<file path="config.mk">
export PLATFORM = sky130hd
export DESIGN_NAME = dpot_i2c_ctrl
export DESIGN_NICKNAME = d
export VERILOG_FILES = /design/src/rtl/dpot_pkg.sv /design/src/rtl/dpot_i2c_link.sv /design/src/rtl/dpot_regs.sv /design/src/rtl/dpot_tap_decode.sv /design/src/rtl/dpot_i2c_ctrl.sv
export SDC_FILE = /design/constraint.sdc
export NUM_CORES = 1
export LEC_CHECK = 0
export BUFFER_PORTS_ARGS = -buffer_cell sky130_fd_sc_hd__buf_4
export CORE_UTILIZATION = 40
export DETAILED_ROUTE_END_ITERATION = 8
export PLACE_DENSITY_LB_ADDON = 0.25
export SLEW_MARGIN = 30
export SYNTH_ARGS = -nofsm -noshare
export SYNTH_HDL_FRONTEND = slang
export SYNTH_SLANG_ARGS = --single-unit
</file>
<file path="constraint.sdc">
create_clock -name clk -period 3.18 [get_ports clk]
set_clock_uncertainty 0.05 [all_clocks]
set_input_delay 0.954 -clock clk [delete_from_list [all_inputs] [get_ports clk]]
set_output_delay 0.954 -clock clk [all_outputs]
set_load 0.02 [all_outputs]
</file>
<file path="src/rtl/dpot_pkg.sv">
package dpot_pkg;

  localparam logic [7:0] REG_WIPER = 8'h00;
  localparam logic [7:0] REG_CTRL  = 8'h02;

  typedef enum logic [2:0] {
    LS_IDLE,
    LS_ADDR,
    LS_AACK,
    LS_WBIT,
    LS_WACK,
    LS_RBIT,
    LS_RACK
  } link_st_t;

  // Address byte matches the fixed upper bits plus the straps (bit 0 is R/W).
  function automatic logic addr_hit(input logic [7:0] b, input logic [4:0] hi,
                                    input logic [1:0] strap);
    return b[7:1] == {hi, strap};
  endfunction

  // A data write at the wiper address also commits the stored value when
  // the volatile-only bit is clear.
  function automatic logic nv_commit(input logic vol_only);
    return !vol_only;
  endfunction

endpackage

</file>
<file path="src/rtl/dpot_i2c_link.sv">
module dpot_i2c_link
  import dpot_pkg::*;
#(
  parameter logic [4:0] ADDR_HI = 5'b01010
) (
  input  logic       clk,
  input  logic       rst,
  input  logic       scl_i,
  input  logic       sda_i,
  input  logic [1:0] strap_i,
  input  logic       busy_i,
  input  logic [7:0] tx_byte_i,
  output logic       sda_low_o,
  output logic       rx_valid_o,
  output logic       rx_first_o,
  output logic [7:0] rx_data_o,
  output logic       stop_o
);

  logic [1:0] scl_sy, sda_sy;
  logic       scl_q, sda_q;
  logic       scl_s, sda_s;
  logic       start_c, stop_c, rise_c, fall_c;

  link_st_t   st;
  logic [3:0] cnt;
  logic [7:0] shreg;
  logic       rw, first, m_ack;

  always_ff @(posedge clk) begin
    if (rst) begin
      scl_sy <= 2'b11;
      sda_sy <= 2'b11;
      scl_q  <= 1'b1;
      sda_q  <= 1'b1;
    end else begin
      scl_sy <= {scl_sy[0], scl_i};
      sda_sy <= {sda_sy[0], sda_i};
      scl_q  <= scl_sy[1];
      sda_q  <= sda_sy[1];
    end
  end

  assign scl_s   = scl_sy[1];
  assign sda_s   = sda_sy[1];
  assign start_c = scl_s & scl_q & sda_q & ~sda_s;
  assign stop_c  = scl_s & scl_q & ~sda_q & sda_s;
  assign rise_c  = scl_s & ~scl_q;
  assign fall_c  = ~scl_s & scl_q;
  assign stop_o  = stop_c;

  always_ff @(posedge clk) begin
    if (rst) begin
      st         <= LS_IDLE;
      cnt        <= '0;
      shreg      <= '0;
      rw         <= 1'b0;
      first      <= 1'b0;
      m_ack      <= 1'b0;
      sda_low_o  <= 1'b0;
      rx_valid_o <= 1'b0;
      rx_first_o <= 1'b0;
      rx_data_o  <= '0;
    end else begin
      rx_valid_o <= 1'b0;
      if (start_c) begin
        st        <= LS_ADDR;
        cnt       <= '0;
        sda_low_o <= 1'b0;
      end else if (stop_c) begin
        st        <= LS_IDLE;
        sda_low_o <= 1'b0;
      end else begin
        case (st)
          LS_ADDR: begin
            if (rise_c && cnt != 4'd8) begin
              shreg <= {shreg[6:0], sda_s};
              cnt   <= cnt + 4'd1;
            end else if (fall_c && cnt == 4'd8) begin
              if (addr_hit(shreg, ADDR_HI, strap_i) && !busy_i) begin
                st        <= LS_AACK;
                sda_low_o <= 1'b1;
                rw        <= shreg[0];
              end else begin
                st <= LS_IDLE;
              end
            end
          end
          LS_AACK: begin
            if (fall_c) begin
              cnt <= '0;
              if (rw) begin
                st        <= LS_RBIT;
                shreg     <= tx_byte_i;
                sda_low_o <= ~tx_byte_i[7];
              end else begin
                st        <= LS_WBIT;
                sda_low_o <= 1'b0;
                first     <= 1'b1;
              end
            end
          end
          LS_WBIT: begin
            if (rise_c && cnt != 4'd8) begin
              shreg <= {shreg[6:0], sda_s};
              cnt   <= cnt + 4'd1;
            end else if (fall_c && cnt == 4'd8) begin
              st         <= LS_WACK;
              sda_low_o  <= 1'b1;
              rx_valid_o <= 1'b1;
              rx_data_o  <= shreg;
              rx_first_o <= first;
              first      <= 1'b0;
            end
          end
          LS_WACK: begin
            if (fall_c) begin
              st        <= LS_WBIT;
              cnt       <= '0;
              sda_low_o <= 1'b0;
            end
          end
          LS_RBIT: begin
            if (fall_c) begin
              if (cnt == 4'd7) begin
                st        <= LS_RACK;
                sda_low_o <= 1'b0;
                m_ack     <= 1'b0;
              end else begin
                cnt       <= cnt + 4'd1;
                shreg     <= {shreg[6:0], 1'b0};
                sda_low_o <= ~shreg[6];
              end
            end
          end
          LS_RACK: begin
            if (rise_c) begin
              if (sda_s) st <= LS_IDLE;
              else       m_ack <= 1'b1;
            end else if (fall_c && m_ack) begin
              st        <= LS_RBIT;
              cnt       <= '0;
              shreg     <= tx_byte_i;
              sda_low_o <= ~tx_byte_i[7];
              m_ack     <= 1'b0;
            end
          end
          default: ;
        endcase
      end
    end
  end

  // an address byte that ends while busy is never acknowledged
  p_no_ack_busy_r8: assert property (@(posedge clk) disable iff (rst)
    (st == LS_ADDR && fall_c && cnt == 4'd8 && busy_i && !start_c && !stop_c)
      |=> !sda_low_o);

  // a master NACK leaves SDA released
  p_release_nack_r11: assert property (@(posedge clk) disable iff (rst)
    (st == LS_RACK && rise_c && sda_s && !start_c && !stop_c) |=> !sda_low_o);

endmodule

</file>
<file path="src/rtl/dpot_regs.sv">
module dpot_regs
  import dpot_pkg::*;
#(
  parameter int            CODE_W         = 7,
  parameter logic [CODE_W-1:0] IVR_DEFAULT = 7'd64,
  parameter int            NV_BUSY_CYCLES = 1500000
) (
  input  logic              clk,
  input  logic              rst,
  input  logic              por,
  input  logic              rx_valid_i,
  input  logic              rx_first_i,
  input  logic [7:0]        rx_data_i,
  input  logic              stop_i,
  output logic [CODE_W-1:0] wiper_o,
  output logic [7:0]        tx_byte_o,
  output logic              busy_o
);

  localparam int BW = $clog2(NV_BUSY_CYCLES + 1);

  logic [7:0]        ptr;
  logic              vol_only;
  logic [CODE_W-1:0] ivr;
  logic              nv_pend;
  logic [BW-1:0]     busy_cnt;
  logic              wr_data_evt;

  assign wr_data_evt = rx_valid_i && !rx_first_i && !busy_o;
  assign busy_o      = busy_cnt != '0;

  // Stored initial value: only power-on reset or a committing write touch it.
  always_ff @(posedge clk) begin
    if (por) begin
      ivr <= IVR_DEFAULT;
    end else if (!rst && wr_data_evt && ptr == REG_WIPER && nv_commit(vol_only)) begin
      ivr <= rx_data_i[CODE_W-1:0];
    end
  end

  always_ff @(posedge clk) begin
    if (rst) begin
      wiper_o  <= por ? IVR_DEFAULT : ivr;
      ptr      <= '0;
      vol_only <= 1'b0;
      nv_pend  <= 1'b0;
      busy_cnt <= '0;
    end else begin
      if (rx_valid_i && rx_first_i) begin
        ptr <= rx_data_i;
      end else if (wr_data_evt) begin
        case (ptr)
          REG_WIPER: begin
            wiper_o <= rx_data_i[CODE_W-1:0];
            if (nv_commit(vol_only)) nv_pend <= 1'b1;
          end
          REG_CTRL: vol_only <= rx_data_i[7];
          default: ;
        endcase
      end
      if (stop_i && nv_pend) begin
        busy_cnt <= BW'(NV_BUSY_CYCLES);
        nv_pend  <= 1'b0;
      end else if (busy_o) begin
        busy_cnt <= busy_cnt - BW'(1);
      end
    end
  end

  always_comb begin
    case (ptr)
      REG_WIPER: tx_byte_o = {{(8-CODE_W){1'b0}}, (vol_only ? wiper_o : ivr)};
      REG_CTRL:  tx_byte_o = {vol_only, 7'b0};
      default:   tx_byte_o = 8'h00;
    endcase
  end

  // the wiper holds still through the busy window
  p_wiper_hold_busy_r8: assert property (@(posedge clk) disable iff (rst)
    busy_o |=> $stable(wiper_o));

  // a volatile-only wiper write leaves the stored value alone
  p_ivr_kept_r2: assert property (@(posedge clk) disable iff (rst || por)
    (rx_valid_i && !rx_first_i && ptr == REG_WIPER && vol_only) |=> $stable(ivr));

endmodule

</file>
<file path="src/rtl/dpot_tap_decode.sv">
module dpot_tap_decode #(
  parameter int TAPS   = 128,
  parameter int CODE_W = 7
) (
  input  logic [CODE_W-1:0] code_i,
  output logic [TAPS-1:0]   tap_o
);

  for (genvar g = 0; g < TAPS; g++) begin : g_tap
    assign tap_o[g] = (code_i == CODE_W'(g));
  end

endmodule

</file>
<file path="src/rtl/dpot_i2c_ctrl.sv">
module dpot_i2c_ctrl #(
  parameter int         TAPS           = 128,
  parameter logic [4:0] ADDR_HI        = 5'b01010,
  parameter int         IVR_DEFAULT    = 64,
  parameter int         NV_BUSY_CYCLES = 1500000
) (
  input  logic                     clk,
  input  logic                     por_n,
  input  logic                     rst_n,
  input  logic                     scl_i,
  input  logic                     sda_i,
  output logic                     sda_low_o,
  input  logic [1:0]               strap_i,
  output logic [$clog2(TAPS)-1:0]  wiper_o,
  output logic [TAPS-1:0]          tap_sel_o
);

  localparam int CODE_W = $clog2(TAPS);

  logic       rst, por;
  logic       busy, rx_valid, rx_first, stop_evt;
  logic [7:0] rx_data, tx_byte;

  assign por = !por_n;
  assign rst = !rst_n || por;

  dpot_i2c_link #(.ADDR_HI(ADDR_HI)) u_link (
    .clk       (clk),
    .rst       (rst),
    .scl_i     (scl_i),
    .sda_i     (sda_i),
    .strap_i   (strap_i),
    .busy_i    (busy),
    .tx_byte_i (tx_byte),
    .sda_low_o (sda_low_o),
    .rx_valid_o(rx_valid),
    .rx_first_o(rx_first),
    .rx_data_o (rx_data),
    .stop_o    (stop_evt)
  );

  dpot_regs #(
    .CODE_W        (CODE_W),
    .IVR_DEFAULT   (CODE_W'(IVR_DEFAULT)),
    .NV_BUSY_CYCLES(NV_BUSY_CYCLES)
  ) u_regs (
    .clk       (clk),
    .rst       (rst),
    .por       (por),
    .rx_valid_i(rx_valid),
    .rx_first_i(rx_first),
    .rx_data_i (rx_data),
    .stop_i    (stop_evt),
    .wiper_o   (wiper_o),
    .tx_byte_o (tx_byte),
    .busy_o    (busy)
  );

  dpot_tap_decode #(.TAPS(TAPS), .CODE_W(CODE_W)) u_dec (
    .code_i(wiper_o),
    .tap_o (tap_sel_o)
  );

  // the tap decode output is one-hot once out of reset
  p_tap_onehot_r10: assert property (@(posedge clk) disable iff (rst)
    $countones(tap_sel_o) == 1);

endmodule

</file>
Yosys cells after proc, flatten, opt, wreduce, memory -nomap -nowiden
Index checks and enable logic that the tools add are counted.

Bits in registers: 80. Input bits: 7. Output and inout bits: 136. Logic and storage cells: 324.

Add/sub/neg operators: 2. Equal/unequal tests: 168. Multiplexer cells: 65. Bitwise operators: 19. Reduce and logical (&&, ||, !) cells: 48.

Operators by type and width (count): == test 7 bit, second input constant (64); == test 7 x 6 -> 1 bit, second input constant (32); == test 7 x 5 -> 1 bit, second input constant (16); == test 7 x 4 -> 1 bit, second input constant (8); 2-to-1 mux 8 bit (7); 2-to-1 mux 21 bit (2); 2-to-1 mux 7 bit (6); 2-to-1 mux 3 bit (12); AND reduction 11 bit (3); case mux 8 bit (4 select lines) (1); == test 7 x 3 -> 1 bit, second input constant (4); 2-to-1 mux 1 bit (24); 2-to-1 mux 4 bit (6); != test 2 x 1 -> 1 bit, second input constant (12); != test 4 x 1 -> 1 bit, second input constant (6); nonzero test 21 bit (1); subtractor 21 x 1 -> 21 bit, second input constant (1); case mux 3 bit (6 select lines) (1); case mux 4 bit (4 select lines) (1); case mux 8 bit (2 select lines) (1); == test 7 x 2 -> 1 bit, second input constant (2); AND reduction 7 bit (2); inverter 1 bit (12); logical AND 1 bit (11); other kinds (38) (67).

Logic depth before layout (Yosys ltp)
Gate-level depths: netlist of run 1.

Depth after elaboration: 9. Mapped depth: 8. Depth with buffers taken out: 8.

Hierarchy
Synthesis of run 1 repeated with hierarchy kept, for this count alone.

Cell total of the unflattened synthesis: 691. Area total of the unflattened synthesis: 5123.7 um^2.

Modules (own cells, without submodules): dpot_regs (instances 1, cells each 271, area an instance 2299.7 um^2, sequential area each 970.9 um^2); dpot_i2c_link (instances 1, cells each 236, area an instance 1910.6 um^2, sequential area each 700.7 um^2); dpot_tap_decode (instances 1, cells each 182, area an instance 905.9 um^2, sequential area each 0.0 um^2); dpot_i2c_ctrl (instances 1, cells each 2, area an instance 7.5 um^2, sequential area each 0.0 um^2).

Worst setup path after synthesis of run 1
OpenSTA, ideal clock, no wires.

Path kind: reg-to-output. From: register u_regs.wiper_o[4]. To: output port tap_sel_o[16]. Data arrival time: 1804 ps. Required time: 2176 ps. Path slack: 372 ps. Cell stages (with the launch flop): 6. Buffers on the path: 3. Cells stage by stage: edfxtp_1 clkbuf_1 or3b_2 clkbuf_1 clkbuf_1 nor2_1.

Longest elaborated chain between the ends: 1.

Ends and longest elaborated chain: start: declaration (line dpot_regs.sv:15) `output logic [CODE_W-1:0] wiper_o,`; start signal: assignment (line dpot_regs.sv:43) `wiper_o <= por ? IVR_DEFAULT : ivr;`; start signal: assignment (line dpot_regs.sv:54) `wiper_o <= rx_data_i[CODE_W-1:0];`; == test 7 x 5 -> 1 bit (line dpot_tap_decode.sv:10) `assign tap_o[g] = (code_i == CODE_W'(g));`; end: declaration (line dpot_i2c_ctrl.sv:15) `output logic [TAPS-1:0] tap_sel_o`.

Every way passes these cells.

Final worst setup path of run 1
From: register u_regs.wiper_o[6]. To: output port tap_sel_o[63].

Longest elaborated chain between the ends: 1.

Ends and longest elaborated chain (line): == test 7 x 6 -> 1 bit (dpot_tap_decode.sv:10).

Every way passes these cells.

==> reports/results.tsv, run 1 <==
metric	value	unit
status	finished, final reports clean	
multi_input_area	2740	µm²
yosysMostFrequentCell	nor2_1	
ys_ff_latch	80	
clock-sinks	80	
synth_top_family_by_area	simple AND/OR/NAND/NOR gates	
clock_path_buffers	2	
reg2regPathDepth	7	
antenna_left	0	
rows	38	
synthArstFlopShare	0	
synthMuxAreaShare	0.0797	
worstSetupStartpoint	u_regs.wiper_o[6]	
post_cts_buffers	0	
synthSimpleGateAreaFrac	0.358	
htreeDepth	3	
routed_wl	13700	µm
syn-num-nets	639	
n_fill_cell	1024	
fp.dieW	109	µm
ys_top_cells_by_count	nor2_1 (194), dfxtp_1 (73), nand2_1 (54)	
cap_viol_max_count	0	
yosys_warnings	0	
grt_pass1_wl	21100	µm
synth_edf_count	7	
synth_adder_area_share	0.00817	
fmax	0.338	GHz
core	11000	µm²
routed_via_density	5.34	
setup_viol	0	
dieArea	11900	µm²
rsz0062_at_grt	false	
netlist.area_leader.share	0.318	
ff_latch_area	1670	µm²
p_per_area	595	nW/µm²
wl_per_cell	15.3	µm
period_minus_slack	2.96	ns
drive_above_1_share	0.237	
min_path_type	register to register	
synth_area_leaders	dfxtp_1 (32%), nor2_1 (16%), mux2i_1 (7.4%)	
start_util	0.417	
endpoint_kind	output pin	
stdcell_count	900	
vias	4802	
r2r_end	u_regs.ivr[1]	
required	2.18	ns
synth_top_cell_by_area	dfxtp_1	
path_class	register to output pin	
ctsResizeCount	0	
drcViolationCount	0	
grt_max_degree	21	
rrSetupSlack	0.48	ns
period_share	0.930	
drt_pre_antenna_iters	5	
n_antenna_cell	0	
cp-start-kind	register	
drv_slew	0	
dp_hpwl	10300	µm
synth-main-ff-cell	dfxtp_1	
hold_buffers	0	
place.gp.congestion	0.889	
first_global_vias	4141	
worst_slew_pin_slew	0.720	ns
synth_xor_area_frac	0.0362	
clkTransAtPathRegs	0.07	ns
critPathCapture	tap_sel_o[63]	
track_usage	0.227	
crit_arrival	1.95	ns
cts-root-buf	clkbuf_16	
placed_cells_incl_taps	884	
fin_nets	765	
peakVddDrop	0.000441	V
tns	0	ns
syn-instance-count	629	
avgSynthCellArea	7.31	µm²
finalHoldViolCount	0	
syn_area	4600	µm²
area_growth_syn_to_layout	32.3	%
relSlewSlack	0.519	
boundaryPins	143	
cts-buffers-inserted	9	
clk_latency	0.34	ns
die_y	109	µm
regToRegStartpoint	u_regs.busy_cnt[2]	
numPortBuffers	142	
drt_iter0_drc	375	
synth.distinct_cells	51	
critPathMaxFanout	16	
synth-compound-area-share	0.112	
cts_tree	done	
overflow	0	
synth_seq_area_share	0.364	
antenna_found_initial	0	
p_leak	2.45	nW
[routing by layer]
metal  GRT usage  part of all wire  wire, µm
met4      0.0743             0.017       240
met3      0.0347             0.051       706
met1       0.272              0.43      5880
met2       0.410              0.50      6910
met5           0                 0         0
[registers in the layout, summed over array words and instances (netlist names), 3 cells and up]
register,cells
u_link.st,3
u_link.shreg,8
u_regs.wiper_o,7
u_regs.ivr,7
u_link.rx_data_o,8
u_link.cnt,4
u_regs.ptr,8
u_regs.busy_cnt,21
[cell usage in the layout (no fill, tap or decap), types with 2 or more instances in the layout]
cell type and instances:
or3b_2 3, nand3_1 18, o2111ai_1 2, and3_1 4
nor4_4 2, xnor2_1 17, a21oi_1 36, nand4_1 6
a211oi_1 6, inv_6 2, nor2_1 194, edfxtp_1 7
ha_1 3, and2_1 4, o211ai_1 4, o21bai_1 2
nor3_1 10, or3_1 5, clkbuf_16 9, dfxtp_1 73
mux2i_1 34, o22ai_1 2, inv_1 16, o21ba_2 3
o31ai_1 2, inv_8 2, nor4_1 9, nand2_1 54
or4_1 5, buf_4 149, nand3b_1 8, nand2b_1 11
xor2_1 2, nor2b_1 17, o21ai_0 14, o21a_1 2
nor3b_1 3
[how the worst min path moves through the flow]
| stage | start | end | slack (ns) | depth (start not counted) |
|---|---|---|---|---|
| final | u_link.sda_sy[0] | u_link.sda_sy[1] | 0.36 | 1 |
| after global routing | u_link.sda_sy[0] | u_link.sda_sy[1] | 0.36 | 1 |
| after CTS | u_link.sda_sy[0] | u_link.sda_sy[1] | 0.36 | 1 |
| after detailed placement | u_link.sda_sy[0] | u_link.sda_sy[1] | 0.34 | 1 |
| after global placement | u_link.sda_sy[0] | u_link.sda_sy[1] | 0.34 | 1 |
| after floorplan | u_link.scl_sy[0] | u_link.scl_sy[1] | 0.34 | 1 |
[per-stage QoR]
stage               hold slack [ns]  utilization  setup slack (ns)  instance area (µm²)  total power, mW
floorplan                     0.336            -             0.372                 4600             2.29
global placement              0.339        0.523             0.601                 5770             2.48
detailed placement            0.344        0.523             0.490                 5770             2.53
CTS                           0.359        0.551             0.178                 6080             3.63
global route                  0.364        0.551            0.0850                 6080             3.82
finish                        0.358        0.551             0.224                 6080             3.62
[worst max-delay path: stages (launching register included)]
cell and delay, ns:
edfxtp_1 0.51, nand3b_1 0.63, nor2_1 0.30, buf_4 0.18
[kinds of logic after synthesis]
group,after synthesis
muxes,36
adders and majority gates,3
DFF,80
and+or+nand+nor,358
AOI/OAI and AO/OA,82
xor gates and xnor gates,19
buffers and inverters,51
[report_power, final]
group          internal, mW  switching [mW]
clock network         0.626           0.458
logic                 0.543           0.758
registers              1.12           0.116
[final cells by class]
cell class | count | area share
clock inverter | 7 | 0.0142
tap | 140 | 0.0288
sequential | 80 | 0.275
multi-input combinational | 498 | 0.451
inverter | 17 | 0.0105
timing repair buffer | 149 | 0.184
clock buffer | 9 | 0.0370
Note: power is estimated with default switching activity, not from simulation.
==> run 2, diff against run 1 <==
- CORE_ASPECT_RATIO: unset -> 0.7
- clock period: 3.18 -> 2.61 ns (I/O delays scaled with it)
==> run 2 against run 1 <==
  * Total power is 27% higher
  * Cell count is 5.0% higher
  * Register-to-register slack got worse by 0.35 ns
  * Critical path depth grew 2
  * Largest cell class unchanged
  * Sequential share of layout area decreased by 1.6 points
  * Routed wire length up 9.6%
  * Worst setup slack got worse by 0.18 ns
  * Sequential cell count did not move
  * Hold slack better by 0.00079 ns
  * Combinational power up 44%
  * Via count up 5.4%
  * Design area is 6.2% higher
==> reports/results.tsv, run 2 (synthesis gave the netlist of run 1 again) <==
metric	value	unit
placed_cells_incl_taps	910	
antenna_left	0	
start_util	0.414	
power_frac_seq	0.326	
dieArea	11900	µm²
path_cells	buf_4 -> nor2_4 -> nand2_2 -> nor2_1 -> buf_4	
clock_path_buffers	2	
min_path_cells	1	
period_share	0.982	
cts-root-buf	clkbuf_16	
crit_arrival	1.73	ns
place_ws	0.0860	ns
vias	5060	
p_per_area	713	nW/µm²
relSlewSlack	0.534	
largest_register_ffs	21	
peakVddDrop	0.000518	V
drcViolationCount	0	
p_leak	2.62	nW
tns	0	ns
endpoint_kind	output pin	
slowest_stage	edfxtp_1	
routed_wl	15100	µm
period_minus_slack	2.56	ns
critPathMaxFanout	8	
n_fill_cell	977	
switching_share	0.362	
overflow	0	
rrSetupSlack	0.13	ns
regToRegStartpoint	u_regs.busy_cnt[4]	
area_growth_syn_to_layout	40.4	%
required	1.78	ns
routed_via_density	5.35	
drt_pre_antenna_iters	5	
final_cell_mix	nor2_1 (190), buf_4 (178), dfxtp_1 (72)	
grt_max_degree	25	
core	11100	µm²
worst_slew_pin_slew	0.697	ns
largest_register	u_regs.busy_cnt	
numPortBuffers	142	
fmax	0.390	GHz
r2r_end	u_regs.ivr[6]	
status	finished, final reports clean	
layout_commonest_cell	nor2_1	
boundaryPins	143	
fp.dieW	130	µm
drv_slew	0	
clk_latency	0.34	ns
n_antenna_cell	0	
stdcell_count	945	
clock-sinks	80	
setup_ws	0.0464	ns
hold_end	u_link.sda_sy[1]	
fin_nets	797	
grt_pass1_wl	22700	µm
clkPwrFrac	0.268	
cts_tree	done	
antenna_found_initial	0	
drt_iter0_drc	434	
cap_viol_max_count	0	
drive_above_1_share	0.301	
hold_start	u_link.sda_sy[0]	
reg2regPathDepth	7	
rows	32	
p_int	2.94	mW
timing.critical_path.mode_cell	buf_4	
first_global_vias	4453	
wl_per_cell	15.9	µm
setup_viol	0	
min_path_type	register to register	
cp_slowest_stage_delay	0.47	ns
rsz0062_at_grt	true	
path_class	register to output pin	
track_usage	0.247	
switchingPower	1.67	mW
clkTransAtPathRegs	0.06	ns
cp-start-kind	register	
htreeDepth	3	
place.gp.congestion	0.872	
comb_power_share	0.406	
die_y	91.7	µm
finalHoldViolCount	0	
cts-buffers-inserted	9	
dp_hpwl	10800	µm
## run 2: layout make-up
type	instances	area (µm²)	share of cell area
Timing Repair Buffer	181	1360	0.210
Clock buffer	12	268	0.0415
Sequential cell	80	1670	0.259
Multi-Input combinational cell	498	2880	0.446
Inverter	17	63.8	0.00988
Clock inverter	4	26.3	0.00407
Tap cell	153	191	0.0297
## run 2: per-layer routing
layer  vias to the layer above  track usage  share of wire  wire, µm
met3                        13       0.0718          0.076      1150
li1                       2440            -              -         -
met5                         -            0              0         0
met4                         0       0.0785          0.010       153
met2                       199        0.362           0.44      6570
met1                      2408        0.346           0.48      7200
## run 2: worst max-delay path: cells and delay by family, from the launching register on
kind / cells / cell delay [ns]
buffers and inverters: 2 / 0.35
and+or+nand+nor: 3 / 0.56
DFF: 1 / 0.47
## run 2: worst max path at each step
stage	endpoint	depth (start not counted)	startpoint	slack, ns
final	tap_sel_o[116]	5	u_regs.wiper_o[1]	0.05
after global placement	u_regs.ivr[3]	7	u_regs.busy_cnt[2]	0.18
after detailed placement	u_regs.ivr[1]	7	u_regs.busy_cnt[2]	0.09
after CTS	tap_sel_o[71]	4	u_regs.wiper_o[2]	-0.04
after floorplan	tap_sel_o[16]	5	u_regs.wiper_o[4]	-0.03
after global routing	tap_sel_o[116]	5	u_regs.wiper_o[1]	-0.06
## run 2: per-stage QoR
stage | power [mW] | hold WS (ns) | area (µm²) | utilization
2_1_floorplan | 2.79 | 0.336 | 4600 | -
3_3_place_gp | 3.19 | 0.341 | 5880 | 0.530
3_5_place_dp | 3.27 | 0.346 | 5880 | 0.530
4_1_cts | 4.52 | 0.360 | 6200 | 0.559
5_1_grt | 4.87 | 0.370 | 6460 | 0.582
6_report | 4.60 | 0.359 | 6460 | 0.582
## run 2: timing repair
item	CTS	global route
resized for setup	6	31
hold buffers	0	0
pin swaps	0	4
buffers inserted	0	19
endpoints found under the setup margin	63	128
## run 2: power by group through the flow
| stage | registers, mW | clock network [mW] | logic (mW) |
|---|---|---|---|
| after floorplan | 1.50 | 0 | 1.30 |
| after global placement | 1.51 | 0 | 1.68 |
| after detailed placement | 1.52 | 0 | 1.74 |
| after CTS | 1.50 | 1.26 | 1.76 |
| after global routing | 1.51 | 1.31 | 2.05 |
| final | 1.50 | 1.23 | 1.87 |
